==> config.mk <==
export PLATFORM = sky130hd
export DESIGN_NAME = ss_move_seq
export DESIGN_NICKNAME = d
export VERILOG_FILES = /design/src/rtl/ssm_pkg.sv /design/src/rtl/ssm_decode.sv /design/src/rtl/ssm_agen.sv /design/src/rtl/ssm_datapath.sv /design/src/rtl/ssm_ctrl.sv /design/src/rtl/ss_move_seq.sv
export SDC_FILE = /design/constraint.sdc
export NUM_CORES = 1
export LEC_CHECK = 0
export ABC_AREA = 1
export BUFFER_PORTS_ARGS = -buffer_cell sky130_fd_sc_hd__buf_4
export CAP_MARGIN = 0
export CORE_MARGIN = 2
export CORE_UTILIZATION = 53
export CTS_CLUSTER_DIAMETER = 30
export DETAILED_ROUTE_END_ITERATION = 10
export PLACE_DENSITY = 0.87
export REMOVE_ABC_BUFFERS = 1
export SLEW_MARGIN = 20
export SYNTH_ARGS = -nofsm -noshare
export SYNTH_HDL_FRONTEND = slang
export SYNTH_SLANG_ARGS = --single-unit
==> constraint.sdc <==
create_clock -name clk -period 8.05 [get_ports clk]
set_clock_uncertainty 0.2 [all_clocks]
set_input_delay 0 -clock clk [delete_from_list [all_inputs] [get_ports clk]]
set_output_delay 0 -clock clk [all_outputs]
set_load 0.01 [all_outputs]
==> src/rtl/ssm_pkg.sv <==
package ssm_pkg;
  typedef enum logic [2:0] {
    ST_IDLE   = 3'd0,
    ST_DECODE = 3'd1,
    ST_READ   = 3'd2,
    ST_WRITE  = 3'd3,
    ST_DONE   = 3'd4
  } ssm_state_e;

  localparam logic [7:0] MOVE_OPCODE = 8'hD2;
endpackage

==> src/rtl/ssm_decode.sv <==
module ssm_decode #(
  parameter int OPW = 8,
  parameter int LW  = 8,
  parameter int BW  = 4,
  parameter int DW  = 12,
  parameter logic [OPW-1:0] MOVE_OP = ssm_pkg::MOVE_OPCODE,
  localparam int IW = OPW + LW + 2 * (BW + DW)
) (
  input  logic [IW-1:0] instr,
  output logic          op_ok,
  output logic [LW-1:0] len_code,
  output logic [BW-1:0] dst_base,
  output logic [DW-1:0] dst_disp,
  output logic [BW-1:0] src_base,
  output logic [DW-1:0] src_disp
);
  localparam int SRC_D_LSB = 0;
  localparam int SRC_B_LSB = DW;
  localparam int DST_D_LSB = DW + BW;
  localparam int DST_B_LSB = 2 * DW + BW;
  localparam int LEN_LSB   = 2 * (DW + BW);
  localparam int OP_LSB    = LEN_LSB + LW;

  logic [OPW-1:0] opcode;

  assign opcode   = instr[OP_LSB    +: OPW];
  assign len_code = instr[LEN_LSB   +: LW];
  assign dst_base = instr[DST_B_LSB +: BW];
  assign dst_disp = instr[DST_D_LSB +: DW];
  assign src_base = instr[SRC_B_LSB +: BW];
  assign src_disp = instr[SRC_D_LSB +: DW];
  assign op_ok    = (opcode == MOVE_OP);
endmodule

==> src/rtl/ssm_agen.sv <==
module ssm_agen #(
  parameter int AW = 24,
  parameter int RW = 32,
  parameter int BW = 4,
  parameter int DW = 12
) (
  input  logic [BW-1:0] base_idx,
  input  logic [RW-1:0] base_val,
  input  logic [DW-1:0] disp,
  output logic [AW-1:0] addr
);
  logic [AW-1:0] base_eff;

  // register number zero means "no base"
  assign base_eff = (base_idx == '0) ? '0 : base_val[AW-1:0];
  assign addr     = base_eff + AW'(disp);

  generate
    if (RW > AW) begin : g_hi
      logic unused_hi;
      assign unused_hi = ^base_val[RW-1:AW];
    end
  endgenerate
endmodule

==> src/rtl/ssm_datapath.sv <==
module ssm_datapath #(
  parameter int AW  = 24,
  parameter int LW  = 8,
  parameter int BYW = 8
) (
  input  logic           clk,
  input  logic           rst_n,
  input  logic           load,
  input  logic [AW-1:0]  dst_init,
  input  logic [AW-1:0]  src_init,
  input  logic [LW-1:0]  len_init,
  input  logic           rd_take,
  input  logic           wr_take,
  input  logic [BYW-1:0] rdata,
  output logic [AW-1:0]  src_addr,
  output logic [AW-1:0]  dst_addr,
  output logic [BYW-1:0] hold_byte,
  output logic           last
);
  logic [LW-1:0] remain;

  always_ff @(posedge clk) begin
    if (!rst_n) begin
      src_addr <= '0;
      dst_addr <= '0;
      remain   <= '0;
    end else if (load) begin
      src_addr <= src_init;
      dst_addr <= dst_init;
      remain   <= len_init;
    end else if (wr_take) begin
      src_addr <= src_addr + AW'(1);
      dst_addr <= dst_addr + AW'(1);
      remain   <= remain - LW'(1);
    end
  end

  always_ff @(posedge clk) begin
    if (!rst_n) begin
      hold_byte <= '0;
    end else if (rd_take) begin
      hold_byte <= rdata;
    end
  end

  assign last = (remain == '0);
endmodule

==> src/rtl/ssm_ctrl.sv <==
module ssm_ctrl (
  input  logic clk,
  input  logic rst_n,
  input  logic instr_valid,
  input  logic op_ok,
  input  logic last,
  input  logic mem_ready,
  output logic instr_ready,
  output logic accept,
  output logic load,
  output logic rd_take,
  output logic wr_take,
  output logic mem_req,
  output logic mem_we,
  output logic done,
  output logic illegal_op
);
  import ssm_pkg::*;

  ssm_state_e state, state_nx;

  always_ff @(posedge clk) begin
    if (!rst_n) state <= ST_IDLE;
    else        state <= state_nx;
  end

  always_comb begin
    state_nx = state;
    unique case (state)
      ST_IDLE:   if (accept) state_nx = ST_DECODE;
      ST_DECODE: state_nx = op_ok ? ST_READ : ST_IDLE;
      ST_READ:   if (mem_ready) state_nx = ST_WRITE;
      ST_WRITE:  if (mem_ready) state_nx = last ? ST_DONE : ST_READ;
      ST_DONE:   state_nx = ST_IDLE;
      default:   state_nx = ST_IDLE;
    endcase
  end

  assign instr_ready = (state == ST_IDLE);
  assign accept      = instr_valid && instr_ready;
  assign load        = (state == ST_DECODE) && op_ok;
  assign illegal_op  = (state == ST_DECODE) && !op_ok;
  assign mem_req     = (state == ST_READ) || (state == ST_WRITE);
  assign mem_we      = (state == ST_WRITE);
  assign rd_take     = (state == ST_READ) && mem_ready;
  assign wr_take     = (state == ST_WRITE) && mem_ready;
  assign done        = (state == ST_DONE);
endmodule

==> src/rtl/ss_move_seq.sv <==
module ss_move_seq #(
  parameter int AW  = 24,
  parameter int RW  = 32,
  parameter int LW  = 8,
  parameter int BW  = 4,
  parameter int DW  = 12,
  parameter int OPW = 8,
  parameter int BYW = 8,
  localparam int IW = OPW + LW + 2 * (BW + DW)
) (
  input  logic           clk,
  input  logic           rst_n,
  input  logic           instr_valid,
  output logic           instr_ready,
  input  logic [IW-1:0]  instr_word,
  output logic [BW-1:0]  reg_idx_dst,
  input  logic [RW-1:0]  reg_val_dst,
  output logic [BW-1:0]  reg_idx_src,
  input  logic [RW-1:0]  reg_val_src,
  output logic           mem_req,
  output logic           mem_we,
  output logic [AW-1:0]  mem_addr,
  output logic [BYW-1:0] mem_wdata,
  input  logic [BYW-1:0] mem_rdata,
  input  logic           mem_ready,
  output logic           done,
  output logic           illegal_op
);
  localparam int NOPND = 2;  // operand 0 = destination, 1 = source

  logic [IW-1:0]  instr_q;
  logic           accept, load, rd_take, wr_take, op_ok, last;
  logic [LW-1:0]  len_code;
  logic [BW-1:0]  base_idx [NOPND];
  logic [DW-1:0]  disp     [NOPND];
  logic [RW-1:0]  base_val [NOPND];
  logic [AW-1:0]  opnd_addr[NOPND];
  logic [AW-1:0]  src_addr, dst_addr;

  always_ff @(posedge clk) begin
    if (!rst_n)      instr_q <= '0;
    else if (accept) instr_q <= instr_word;
  end

  ssm_decode #(.OPW(OPW), .LW(LW), .BW(BW), .DW(DW)) u_dec (
    .instr    (instr_q),
    .op_ok    (op_ok),
    .len_code (len_code),
    .dst_base (base_idx[0]),
    .dst_disp (disp[0]),
    .src_base (base_idx[1]),
    .src_disp (disp[1])
  );

  assign reg_idx_dst = base_idx[0];
  assign reg_idx_src = base_idx[1];
  assign base_val[0] = reg_val_dst;
  assign base_val[1] = reg_val_src;

  generate
    for (genvar g = 0; g < NOPND; g++) begin : g_agen
      ssm_agen #(.AW(AW), .RW(RW), .BW(BW), .DW(DW)) u_agen (
        .base_idx (base_idx[g]),
        .base_val (base_val[g]),
        .disp     (disp[g]),
        .addr     (opnd_addr[g])
      );
    end
  endgenerate

  ssm_ctrl u_ctrl (
    .clk         (clk),
    .rst_n       (rst_n),
    .instr_valid (instr_valid),
    .op_ok       (op_ok),
    .last        (last),
    .mem_ready   (mem_ready),
    .instr_ready (instr_ready),
    .accept      (accept),
    .load        (load),
    .rd_take     (rd_take),
    .wr_take     (wr_take),
    .mem_req     (mem_req),
    .mem_we      (mem_we),
    .done        (done),
    .illegal_op  (illegal_op)
  );

  ssm_datapath #(.AW(AW), .LW(LW), .BYW(BYW)) u_dp (
    .clk       (clk),
    .rst_n     (rst_n),
    .load      (load),
    .dst_init  (opnd_addr[0]),
    .src_init  (opnd_addr[1]),
    .len_init  (len_code),
    .rd_take   (rd_take),
    .wr_take   (wr_take),
    .rdata     (mem_rdata),
    .src_addr  (src_addr),
    .dst_addr  (dst_addr),
    .hold_byte (mem_wdata),
    .last      (last)
  );

  assign mem_addr = mem_we ? dst_addr : src_addr;
endmodule

Yosys cells after proc, flatten, opt, wreduce, memory -nomap -nowiden
Cells that the tools add are included.
{"block": "totals", "register_bits": 115, "input_bits": 124, "out_inout_bits": 45}
{"block": "op_classes", "add_sub_neg": 5, "eq_ne": 8, "muxes": 15, "reduce_logical": 13}
{"cell": "24-bit two-way mux", "n": 7}
{"cell": "24-bit by 1-bit adder with 24-bit output, second input constant", "n": 2}
{"cell": "24-bit by 12-bit adder with 24-bit output", "n": 2}
{"cell": "8-bit two-way mux", "n": 2}
{"cell": "3-bit two-way mux", "n": 4}
{"cell": "3-bit one-hot mux with 4 select lines", "n": 1}
{"cell": "8-bit equality test, second input constant", "n": 1}
{"cell": "4-bit zero test", "n": 2}
{"cell": "8-bit zero test", "n": 1}
{"cell": "8-bit by 1-bit subtractor with 8-bit output, second input constant", "n": 1}
{"cell": "3-bit by 2-bit equality test with 1-bit output, second input constant", "n": 2}
{"cell": "1-bit logical AND", "n": 5}
{"cell": "2-bit inequality test, second input constant", "n": 2}
{"cell": "3-bit by 1-bit equality test with 1-bit output, second input constant", "n": 1}
{"cell": "3-bit equality test, second input constant", "n": 1}
{"cell": "3-bit zero test", "n": 1}
{"cell": "3-bit AND reduction", "n": 1}
{"cell": "2-bit two-way mux", "n": 1}
{"cell": "2-bit by 1-bit inequality test with 1-bit output, second input constant", "n": 1}
{"cell": "2-bit nonzero test", "n": 1}
{"cell": "1-bit zero test", "n": 1}
{"cell": "1-bit logical OR", "n": 1}

Depth between registers and ports, before layout
{"block": "depth", "word_depth": 4, "mapped_depth": 21}

Hierarchy
From an unflattened synthesis, not the netlist that was laid out.
{"block": "unflattened", "cells_unflattened": 1593, "area_unflattened_um2": 9472.8}
{"module": "ssm_datapath", "instances": 1, "cells_per_inst": 603, "area_per_inst_um2": 3973.8, "seq_area_each_um2": 1281.2}
{"module": "ss_move_seq", "instances": 1, "cells_per_inst": 381, "area_per_inst_um2": 2301.0, "seq_area_each_um2": 960.9}
{"module": "ssm_agen (g_agen[0].u_agen)", "instances": 1, "cells_per_inst": 270, "area_per_inst_um2": 1336.3, "seq_area_each_um2": 0.0}
{"module": "ssm_agen (g_agen[1].u_agen)", "instances": 1, "cells_per_inst": 253, "area_per_inst_um2": 1303.8, "seq_area_each_um2": 0.0}
{"module": "ssm_decode", "instances": 1, "cells_per_inst": 50, "area_per_inst_um2": 342.8, "seq_area_each_um2": 0.0}
{"module": "ssm_ctrl", "instances": 1, "cells_per_inst": 36, "area_per_inst_um2": 215.2, "seq_area_each_um2": 60.1}

Worst setup path before layout
Ideal clock, no wire load.
{"block": "synth_timing", "kind": "reg-to-reg", "startpoint": "register instr_q[12]", "endpoint": "register u_dp.src_addr[22]", "setup_ps": 132, "arrival_ps": 2467, "t_required_ps": 7718, "setup_slack_ps": 5251, "path_stages_with_launch": 21, "path_cell_list": "dfxtp_1 > nor2_1 > nand2_1 > buf_4 > inv_1 > clkbuf_1 > nor2_1 > ha_1 > inv_1 > fa_1 > nand3b_1 > nand2_1 > nand2_1 > nand2_1 > nand3_1 > nand2_1 > nand3_1 > nand2_1 > nand2_1 > nand2_1 > a21oi_1"}
{"block": "synth_between", "elab_chain_len": 4}
{"element": "start, declared", "line_no": "ss_move_seq.sv:31", "rtl": "logic [IW-1:0] instr_q;"}
{"element": "start signal, assigned", "line_no": "ss_move_seq.sv:42", "rtl": "else if (accept) instr_q <= instr_word;"}
{"element": "4-bit zero test", "line_no": "ssm_agen.sv:15", "rtl": "assign base_eff = (base_idx == '0) ? '0 : base_val[AW-1:0];"}
{"element": "24-bit two-way mux", "line_no": "ssm_agen.sv:15"}
{"element": "24-bit by 12-bit adder with 24-bit output", "line_no": "ssm_agen.sv:16", "rtl": "assign addr = base_eff + AW'(disp);"}
{"element": "24-bit two-way mux", "line_no": "ssm_datapath.sv:27", "rtl": "end else if (load) begin"}
{"element": "end signal, assigned", "line_no": "ssm_datapath.sv:28", "rtl": "src_addr <= src_init;"}
{"element": "end signal, assigned", "line_no": "ssm_datapath.sv:32", "rtl": "src_addr <= src_addr + AW'(1);"}
{"element": "end, declared", "line_no": "ssm_datapath.sv:15", "rtl": "output logic [AW-1:0] src_addr,"}
Every way passes these cells.
A chain may end at the register's enable or synchronous reset.

Worst setup path after layout
{"block": "layout_timing", "startpoint": "register instr_q[13]", "endpoint": "register u_dp.src_addr[18]"}
The elaborated chain is that of the path after synthesis.

==> flow_summary.yaml <==
status:
  status: "finished with violations"
  violations: "negative hold slack"
setup_path:
  worstPathCellList: "nor2_1 > nand2_1 > inv_1 > nor2_1 > ha_1 > inv_1 > fa_1 > nand3b_1 > nand2_1 > nand2_1 > nand2_1 > nand3_1 > nand2_1 > nand4_1 > dlygate4sd3_1 > nand3_1 > dlygate4sd3_1 > a21oi_1 > dlygate4sd3_1"
  cp_slowest_cell: "dlygate4sd3_1"
  crit_arrival_ns: 5.40
  crit_required_ns: 8.17
  cpPeakStageDelay_ns: 0.60
  path_max_fanout: 23
  cpMostUsedCell: "nand2_1"
  critical_path_class: "reg2reg"
  crit_start: "instr_q[13]$_SDFFE_PN0P_"
  endpoint_kind: "register"
  r2r_start: "instr_q[13]$_SDFFE_PN0P_"
  critPathLaunchType: "register"
detailed_routing:
  wl_um: 31100
  avgRoutedWirePerCell_um: 16.1
  dr.pass1.iters: 6
  vias: 10810
  drtIter0Drc: 1101
  drc: 0
  antenna_left: 0
  viasPerCell: 5.60
cells_and_area:
  layout_commonest_cell: "nand2_1"
  syn2layout_area_growth_pct: 37.9
  drive_above_1_share_pct: 13.3
  nNetsFinal: 1854
  antenna_cells: 0
  final_cell_mix: "nand2_1 (375), inv_1 (192), dlygate4sd3_1 (157), buf_4 (157), nand3_1 (155)"
  stdcell_count: 1929
  n_fill_cell: 1207
power:
  power.total_mw: 1.64
  p_comb_share_pct: 18.7
  seqPwrFrac_pct: 36.5
  ir_worst_vdd_uv: 166
  p_switching_mw: 0.475
  powerDensity_nw_per_um2: 137
  swShare_pct: 29.0
  power.internal_mw: 1.16
  p_leak_nw: 5.48
  p_clk_share_pct: 44.8
global_routing:
  grt_pass1_vias: 10653
  antenna_found_initial: 0
  grt.overflow.total: 0
  grt_max_degree: 66
  grt_pass1_wl_um: 50500
  grt_use_total_pct: 35.4
clocking:
  cts-buffers-inserted: 17
  cts.sinks: 115
  clockBufferDepth: 2
  post_cts_resized: 0
  cts-hold-fix-buffers: 157
  clk_pin_slew_ns: 0.06
  htree_levels: 4
  cts_setup_buffers: 0
  cts-root-buf: "clkbuf_16"
  tritoncts: "built"
  clk_latency_ns: 0.43
timing:
  clock.fmax_mhz: 189
  tns_ns: 0
  period_minus_slack_ns: 5.28
  fin_crit_sh_pct: 65.6
  hold_ws_ns: -0.0121
  worst_slack_ns: 2.77
  finalHoldViolCount: 1
  slew_headroom_pct: 43.8
  setup_viol: 0
  rsz0062_at_grt: "no"
  final_max_slew_viol_count: 0
  worst_pin_slew_ns: 0.843
die:
  die_h_um: 132
  placementRows: 46
  ios: 169
  die_x_um: 132
  initial_utilization_pct: 54.3
  die_area_um2: 17400
  core_um2: 15900
place:
  post-place-ws_ns: 4.46
  placed_cells: 1740
  dp_hpwl_um: 18200
  place.gp.congestion: 0.939
  portBuffers: 152
logic_synthesis:
  netlist_area_um2: 8650
  synth_edf_count: 0
  synthArstFlopShare_pct: 0
  yosys_warnings: 0
  ys_ff_latch: 115
  dominantRegCellSynth: "dfxtp_1"
  synth.distinct_cells: 42
  avgSynthCellArea_um2: 6.05
  seq_area_frac_synth_pct: 26.6
  synth_cells: 1431
min_path:
  min_from: "reg_val_dst[19]"
  hp-class: "in2reg"
job:
  max-cap-violations: 0
worst max-delay path, delay by kind of cell (launching register included):
family | cells | cell delay [ns]
and+or+nand+nor | 11 | 1.80
DFF | 1 | 0.36
adders and majority gates | 2 | 0.58
AOI/OAI and AO/OA | 1 | 0.06
buffers and inverters | 5 | 2.16
routing by layer:
| metal | up-vias | track usage [%] | part of all wire (%) |
|---|---|---|---|
| met5 | - | 0 | 0 |
| met1 | 4881 | 39.3 | 38 |
| met4 | 0 | 20.4 | 5.2 |
| met3 | 161 | 7.30 | 7.7 |
| met2 | 587 | 63.0 | 49 |
| li1 | 5181 | - | - |
path summary, 6_finish.rpt:
kind         slack [ns]  depth (start not counted)                             end
min reg2reg        0.25                          2        instr_q[35]$_SDFFE_PN0P_
max                2.77                         19  u_dp.src_addr[18]$_SDFFE_PN0P_
min               -0.01                          8  u_dp.dst_addr[20]$_SDFFE_PN0P_
max reg2reg        2.77                         19  u_dp.src_addr[18]$_SDFFE_PN0P_
cell usage after synthesis (3+ instances only):
library cell / count / share of area (%)
nor2_2: 6 / 0.43
nand4_1: 27 / 2.0
inv_2: 4 / 0.17
clkbuf_1: 31 / 1.3
buf_1: 4 / 0.17
dfxtp_1: 115 / 27
a31oi_1: 10 / 0.72
xnor2_1: 9 / 0.91
o31ai_1: 5 / 0.43
nand3_1: 155 / 9.0
xor2_1: 26 / 2.6
buf_2: 15 / 0.87
nor4_1: 5 / 0.36
nand2_2: 3 / 0.22
buf_4: 13 / 1.1
o211ai_1: 9 / 0.78
nand3_2: 4 / 0.46
nand2_1: 376 / 16
nor2_1: 128 / 5.6
ha_1: 28 / 4.0
a21oi_1: 118 / 6.8
nor3_1: 14 / 0.81
o21ai_0: 90 / 5.2
a221oi_2: 4 / 0.69
or2_2: 7 / 0.51
inv_1: 193 / 8.4
nor2_4: 3 / 0.39
o21bai_1: 5 / 0.43
o221ai_1: 4 / 0.40
nand3b_1: 4 / 0.35
registers in the layout (all words and copies together), names as in the netlist:
register and flops:
u_dp.dst_addr 24, u_dp.hold_byte 8, u_dp.src_addr 24, u_ctrl.state 3, instr_q 48, u_dp.remain 8
power by group through the flow:
stage | registers (mW) | clock network, mW | logic (mW)
after floorplan | 0.608 | 0 | 0.137
after global placement | 0.608 | 0 | 0.228
after detailed placement | 0.608 | 0 | 0.231
after CTS | 0.596 | 0.726 | 0.289
after global routing | 0.599 | 0.762 | 0.335
final | 0.598 | 0.735 | 0.306
through the flow:
step	area (um^2)	util (%)
6_report	11900	74.8
5_1_grt	11900	74.8
4_1_cts	11900	74.8
3_5_place_dp	9790	61.4
3_3_place_gp	9790	61.4
2_1_floorplan	8340	-
cell families after synthesis:
group                      synth area share (%)
and+or+nand+nor                            37.0
adders and majority gates                  4.51
xor gates and xnor gates                   3.54
DFF                                        26.6
buffers and inverters                      12.2
AOI/OAI and AO/OA                          16.1
cell type report:
cell class	count	area [um^2]	share of cell area, %
Multi-Input combinational cell	1054	5300	44.4
Tap cell	216	270	2.27
Timing Repair Buffer	314	2750	23.0
Clock buffer	20	457	3.83
Clock inverter	12	108	0.902
Inverter	198	743	6.23
Sequential cell	115	2300	19.3
No activity file was read; power rests on OpenSTA's default activity.
